**config.mk**
```make
export PLATFORM = sky130hd
export DESIGN_NAME = idx_port_bridge
export DESIGN_NICKNAME = d
export VERILOG_FILES = /design/src/rtl/idxb_pkg.sv /design/src/rtl/idxb_index_reg.sv /design/src/rtl/idxb_lock_ctl.sv /design/src/rtl/idxb_strobe_gen.sv /design/src/rtl/idx_port_bridge.sv
export SDC_FILE = /design/constraint.sdc
export NUM_CORES = 1
export LEC_CHECK = 0
export ABC_CLOCK_PERIOD_IN_PS = 2100
export BUFFER_PORTS_ARGS = -buffer_cell sky130_fd_sc_hd__buf_2
export CAP_MARGIN = 10
export CORE_MARGIN = 3
export CORE_UTILIZATION = 46
export DETAILED_ROUTE_END_ITERATION = 8
export PLACE_DENSITY = 0.75
export SLEW_MARGIN = 20
export SYNTH_ARGS = -nofsm -noshare
export SYNTH_HDL_FRONTEND = slang
export SYNTH_HIERARCHICAL = 1
export SYNTH_SLANG_ARGS = --single-unit
```
**constraint.sdc**
```tcl
create_clock -name clk -period 2.1 [get_ports clk]
set_clock_uncertainty 0.15 [all_clocks]
set_input_delay 0.42 -clock clk [delete_from_list [all_inputs] [get_ports clk]]
set_output_delay 0.42 -clock clk [all_outputs]
set_load 0.005 [all_outputs]
```
**src/rtl/idxb_pkg.sv**
```systemverilog
// Package: shared widths and port offset encoding for the indexed port bridge.
// Assumes byte-wide data and a 16-bit index.
package idxb_pkg;
    localparam int IDX_W  = 16;
    localparam int BYTE_W = 8;

    typedef enum logic [1:0] {
        OFF_IDX_LO = 2'd0,
        OFF_IDX_HI = 2'd1,
        OFF_SPARE  = 2'd2,
        OFF_DATA   = 2'd3
    } port_off_e;
endpackage

```
**src/rtl/idxb_index_reg.sv**
```systemverilog
// Module: holds the 16-bit index that the port accesses use.
// Offset 0 and offset 1 writes load one byte each. Every data write clears
// the index. Assumes that at most one port write arrives per cycle.
module idxb_index_reg
    import idxb_pkg::*;
(
    input  logic              clk,
    input  logic              rst_n,
    input  logic              wr_en,
    input  logic [1:0]        wr_off,
    input  logic [BYTE_W-1:0] wr_data,
    output logic [IDX_W-1:0]  idx
);
    // Updates one index byte, or clears the whole index after a data write.
    always_ff @(posedge clk) begin
        if (!rst_n) begin
            idx <= '0;
        end else if (wr_en) begin
            case (wr_off)
                OFF_IDX_LO: idx[BYTE_W-1:0]     <= wr_data;
                OFF_IDX_HI: idx[IDX_W-1:BYTE_W] <= wr_data;
                OFF_DATA:   idx                 <= '0;
                default:    idx                 <= idx;
            endcase
        end
    end


    idx_clear_chk: assert property (@(posedge clk) disable iff (!rst_n)
        (wr_en && wr_off == OFF_DATA) |=> (idx == '0));


    idx_hi_keep_chk: assert property (@(posedge clk) disable iff (!rst_n)
        (wr_en && wr_off == OFF_IDX_LO) |=> (idx[IDX_W-1:BYTE_W] == $past(idx[IDX_W-1:BYTE_W])));


    idx_spare_chk: assert property (@(posedge clk) disable iff (!rst_n)
        (wr_en && wr_off == OFF_SPARE) |=> $stable(idx));
endmodule

```
**src/rtl/idxb_lock_ctl.sv**
```systemverilog
// Module: holds the lock bits and decides whether an index falls in a
// closed window. Window i covers WIN_BASE + i*WIN_SPAN for WIN_SPAN bytes.
// Assumes lock_sel is below N_LOCK whenever lock_toggle is high.
module idxb_lock_ctl
    import idxb_pkg::*;
#(
    parameter int N_LOCK   = 2,
    parameter int WIN_BASE = 32,
    parameter int WIN_SPAN = 16,
    localparam int SEL_W   = (N_LOCK > 1) ? $clog2(N_LOCK) : 1
) (
    input  logic             clk,
    input  logic             rst_n,
    input  logic             lock_toggle,
    input  logic [SEL_W-1:0] lock_sel,
    input  logic [IDX_W-1:0] idx,
    output logic [N_LOCK-1:0] lock_q,
    output logic             blocked
);
    logic [N_LOCK-1:0] hit;

    // Inverts the selected lock bit on each toggle pulse.
    always_ff @(posedge clk) begin
        if (!rst_n) begin
            lock_q <= '0;
        end else if (lock_toggle) begin
            lock_q <= lock_q ^ (N_LOCK'(1) << lock_sel);
        end
    end

    // Decodes the window of each lock bit.
    for (genvar gi = 0; gi < N_LOCK; gi++) begin : g_win
        localparam int LO = WIN_BASE + gi * WIN_SPAN;
        localparam int HI = LO + WIN_SPAN;
        always_comb begin
            hit[gi] = lock_q[gi] && (32'(idx) >= LO) && (32'(idx) < HI);
        end
    end

    // Combines the per-window hits into one block flag.
    always_comb begin
        blocked = |hit;
    end


    lock_toggle_chk: assert property (@(posedge clk) disable iff (!rst_n)
        lock_toggle |=> ((lock_q ^ $past(lock_q)) == (N_LOCK'(1) << $past(lock_sel))));
endmodule

```
**src/rtl/idxb_strobe_gen.sv**
```systemverilog
// Module: registers the memory-side strobes, the address, the write data and
// the read-valid flag. Each strobe lasts one cycle per accepted request.
// Assumes the caller has already applied the lock and range checks.
module idxb_strobe_gen
    import idxb_pkg::*;
(
    input  logic              clk,
    input  logic              rst_n,
    input  logic              wr_go,
    input  logic              rd_go,
    input  logic              rd_any,
    input  logic [IDX_W-1:0]  idx,
    input  logic [BYTE_W-1:0] wdata,
    output logic [IDX_W-1:0]  mem_addr,
    output logic              mem_we,
    output logic [BYTE_W-1:0] mem_wdata,
    output logic              mem_re,
    output logic              rvalid
);
    // Raises the single-cycle strobes and the read-valid flag.
    always_ff @(posedge clk) begin
        if (!rst_n) begin
            mem_we <= 1'b0;
            mem_re <= 1'b0;
            rvalid <= 1'b0;
        end else begin
            mem_we <= wr_go;
            mem_re <= rd_go;
            rvalid <= rd_any;
        end
    end

    // Captures the address and data that belong to an accepted request.
    always_ff @(posedge clk) begin
        if (!rst_n) begin
            mem_addr  <= '0;
            mem_wdata <= '0;
        end else begin
            if (wr_go || rd_go) mem_addr  <= idx;
            if (wr_go)          mem_wdata <= wdata;
        end
    end


    no_dual_strobe_chk: assert property (@(posedge clk) disable iff (!rst_n)
        !(mem_we && mem_re));


    re_has_valid_chk: assert property (@(posedge clk) disable iff (!rst_n)
        mem_re |-> rvalid);
endmodule

```
**src/rtl/idx_port_bridge.sv**
```systemverilog
// Module: top of the indexed port bridge. Four port offsets (index low,
// index high, unused, data) reach a byte memory through a 16-bit index.
// Lock windows and the size limit gate the memory strobes. Assumes the
// memory returns mem_rdata in the same cycle that mem_re is high.
module idx_port_bridge
    import idxb_pkg::*;
#(
    parameter int MEM_SIZE = 8192,
    parameter int N_LOCK   = 2,
    parameter int WIN_BASE = 32,
    parameter int WIN_SPAN = 16
) (
    input  logic        clk,
    input  logic        rst_n,
    input  logic        port_wr,
    input  logic        port_rd,
    input  logic [1:0]  port_off,
    input  logic [7:0]  port_wdata,
    output logic [7:0]  port_rdata,
    output logic        port_rvalid,
    input  logic        lock_toggle,
    input  logic        lock_sel,
    output logic [15:0] mem_addr,
    output logic        mem_we,
    output logic [7:0]  mem_wdata,
    output logic        mem_re,
    input  logic [7:0]  mem_rdata
);
    localparam logic [BYTE_W-1:0] ALL_ONES = '1;

    logic [IDX_W-1:0]  idx;
    logic [N_LOCK-1:0] lock_q;
    logic              blocked;
    logic              in_range;
    logic              permit;
    logic              wr_go;
    logic              rd_any;
    logic              rd_go;

    idxb_index_reg u_index (
        .clk     (clk),
        .rst_n   (rst_n),
        .wr_en   (port_wr),
        .wr_off  (port_off),
        .wr_data (port_wdata),
        .idx     (idx)
    );

    idxb_lock_ctl #(
        .N_LOCK   (N_LOCK),
        .WIN_BASE (WIN_BASE),
        .WIN_SPAN (WIN_SPAN)
    ) u_lock (
        .clk         (clk),
        .rst_n       (rst_n),
        .lock_toggle (lock_toggle),
        .lock_sel    (lock_sel),
        .idx         (idx),
        .lock_q      (lock_q),
        .blocked     (blocked)
    );

    // Decides whether the current index may reach the memory.
    always_comb begin
        in_range = (32'(idx) < MEM_SIZE);
        permit   = in_range && !blocked;
        wr_go    = port_wr && (port_off == OFF_DATA) && permit;
        rd_any   = port_rd && !port_wr;
        rd_go    = rd_any && (port_off == OFF_DATA) && permit;
    end

    idxb_strobe_gen u_strobe (
        .clk       (clk),
        .rst_n     (rst_n),
        .wr_go     (wr_go),
        .rd_go     (rd_go),
        .rd_any    (rd_any),
        .idx       (idx),
        .wdata     (port_wdata),
        .mem_addr  (mem_addr),
        .mem_we    (mem_we),
        .mem_wdata (mem_wdata),
        .mem_re    (mem_re),
        .rvalid    (port_rvalid)
    );

    // Returns memory data for a granted read and all-ones otherwise.
    always_comb begin
        port_rdata = mem_re ? mem_rdata : ALL_ONES;
    end


    lock_write_chk: assert property (@(posedge clk) disable iff (!rst_n)
        mem_we |-> !$past(blocked));


    range_chk: assert property (@(posedge clk) disable iff (!rst_n)
        (mem_we || mem_re) |-> (32'(mem_addr) < MEM_SIZE));


    rvalid_src_chk: assert property (@(posedge clk) disable iff (!rst_n)
        port_rvalid |-> $past(port_rd && !port_wr));
endmodule

```
==> impl_metrics.tcl <==
set metrics [dict create \
    status "finished with violations" \
    violations "negative setup slack" \
    slew_viol_final 0 \
    synthTopCellsByArea "dfxtp_1 44%, nand4b_1 6.4%, o211ai_1 5.8%" \
    synth-warning-count 6 \
    numCtsBuffers 5 \
    powerDensity_nw_per_um2 645 \
    p_total_mw 1.70 \
    syn_area_per_cell_um2 9.78 \
    fmax_ghz 0.453 \
    insertion_delay_ns 0.30 \
    hold_viol 0 \
    io_buffers 58 \
    setup_viol 24 \
    die_y_um 73.0 \
    grt_pass1_vias 1588 \
    worst_slew_pin_slew_ns 0.511 \
    p_leak_nw 1.07 \
    routed-via-count 1803 \
    relSlewSlack_pct 65.9 \
    end_kind "flip-flop" \
    overflow 0 \
    max-vdd-ir-drop_mv 0.310 \
    fin_ws_ns -0.107 \
    drc 0 \
    period_share_pct 105 \
    die_x_um 73.0 \
    place_ws_ns -0.0164 \
    cts.path.max_buffers 2 \
    seq_area_frac_synth_pct 43.7 \
    start_util_pct 49.4 \
    synthesis.area_um2 2060 \
    htreeDepth 2 \
    cp.required_ns 2.13 \
    dp.cells 315 \
    rows 23 \
    fin_cells 326 \
    cts_tree "yes" \
    coreArea_um2 4170 \
    synth_nets 237 \
    clkSlewWorstSetupHoldPaths_ns 0.08 \
    cts_root_buffer "clkbuf_8" \
    drv_cap 0 \
    cts_hold_repair.buffers 0 \
    rsz0062_at_grt "true" \
    grtUsageTotal_pct 18.7 \
    antenna_found_initial 0 \
    ys_ff_latch 45 \
    synthToLayoutAreaGrowth_pct 27.4 \
    crit_fanout 5 \
    worstSetupStartpointType "flip-flop" \
    holdCritPathClass "input pin to flip-flop" \
    ys_types 35 \
    synthCells 211 \
    io_pins 59 \
    wl_per_cell_um 15.2 \
    diodes 0 \
    dieArea_um2 5320 \
    post-route-min-period_ns 2.21 \
    ant_nets 0 \
    drt-vias-per-instance 5.53 \
    cts.sinks 45 \
    place.gp.congestion 0.782 \
    worst_ep_arrival_time_ns 2.24 \
    yosys.area.top_type_share_pct 43.7 \
    dr.first_iter.drc_count 108 \
    layout-drive-gt1-share_pct 40.6 \
    grt_pass1_wl_mm 7.63 \
    synth_top_area_cell "dfxtp_1" \
    worstSetupPathType "flip-flop to flip-flop" \
    grt_max_degree 33 \
    nNetsFinal 301 \
    hpwl_mm 3.36 \
    first_pass_iters 4 \
    wirelength_mm 4.96 \
]
-- metal layers --
metal	vias up	track usage (%)	wire [um]
li1	887	-	-
met1	841	23.7	2090
met2	67	30.6	2470
met3	8	3.58	334
met4	0	8.61	65
met5	-	0	0
-- Yosys cell counts --
master / number
nand4b_1: 15
clkbuf_1: 6
and3_1: 1
and4b_1: 1
o211ai_1: 16
o21ai_2: 10
ha_1: 2
a21bo_2: 3
or3b_1: 1
a21oi_1: 7
nand2b_1: 9
and2_1: 5
dfxtp_1: 45
or2_1: 1
xnor2_1: 2
inv_2: 1
buf_12: 1
nand2_1: 26
o21a_1: 2
nor4b_1: 1
o22ai_1: 8
mux2i_1: 9
buf_4: 3
and2b_2: 1
buf_6: 4
o21ai_0: 6
or4b_1: 1
buf_2: 5
inv_1: 1
buf_8: 1
a21bo_1: 4
nor4_1: 3
a21boi_0: 1
nor2b_1: 8
nor4_2: 1
-- area by class of cell --
type,count,area [um2]
inverter,2,7.51
clock buffer,7,96.3
clock inverter,1,5.00
timing repair buffer,77,492
sequential,45,902
tap,50,62.6
fill,363,1540
multi-input combinational,144,1060
-- path summary, 6_finish.rpt --
check / slack [ns] / start / to / depth (start not counted)
max: -0.11 / u_index/idx[4] / u_strobe/mem_addr[8] / 8
min: 0.27 / port_wdata[5] / u_strobe/mem_wdata[5] / 3
max reg2reg: -0.11 / u_index/idx[4] / u_strobe/mem_addr[8] / 8
min reg2reg: 0.30 / u_strobe/mem_addr[14] / u_strobe/mem_addr[14] / 2
-- metrics by stage --
stage	utilization, %	area, um2	TNS, ns	hold WS (ns)
2_1_floorplan	-	2070	-0.558	0.302
3_3_place_gp	58.5	2440	0	0.295
3_5_place_dp	58.5	2440	-0.0345	0.302
4_1_cts	61.2	2550	-0.0952	0.265
5_1_grt	63.0	2630	-3.60	0.265
6_report	63.0	2630	-2.01	0.269
-- worst max-delay path: stages (launching register included) --
cell and delay [ns]:
dfxtp_2 0.35, mux2i_2 0.23, nor4b_2 0.08, and3_1 0.16, or4b_4 0.50, nor4_4 0.20, or2_4 0.22, clkbuf_16 0.15
o21ai_2 0.06
-- logic make-up (layout without fill, tap and decap cells) --
family	Yosys count	count (layout)	synth area share, %
simple gates	74	74	22.1
compound gates	57	57	20.1
flops	45	45	43.7
buf+inv	22	87	7.64
mux	9	9	4.37
fa+ha+maj	2	2	1.21
xor+xnor	2	2	0.849
-- registers in the layout (all words and copies together), names as in the netlist --
| signal | cells |
|---|---|
| u_strobe/rvalid | 1 |
| u_strobe/mem_addr | 16 |
| u_strobe/mem_we | 1 |
| u_lock/lock_q | 2 |
| u_strobe/mem_re | 1 |
| u_index/idx | 16 |
| u_strobe/mem_wdata | 8 |
-- power by group --
| group | switching [mW] | total [mW] | internal [mW] |
|---|---|---|---|
| Combinational | 0.116 | 0.225 | 0.108 |
| Sequential | 0.0147 | 0.893 | 0.878 |
| Clock | 0.281 | 0.579 | 0.297 |
-- what timing repair did --
action,CTS,global route
resized for setup,1,20
setup buffers,1,0
endpoints found under the setup margin,11,25
gates cloned,0,2
pin swaps,0,9
-- cells in the final DEF, fill, tap and decap left out, drive strengths merged --
master	instances
clkinv	1
or2	1
dfxtp	45
a21bo	7
and2	5
a21oi	7
a21boi	1
inv	2
nand4b	15
mux2i	9
or3b	1
nand2	26
nor4b	1
o21a	2
buf	76
ha	2
xnor2	2
and3	1
and2b	1
and4b	1
nor2b	8
o21ai	16
clkbuf	8
o211ai	16
nor4	4
nand2b	9
o22ai	8
or4b	1
No activity file was read; power rests on OpenSTA's default activity.
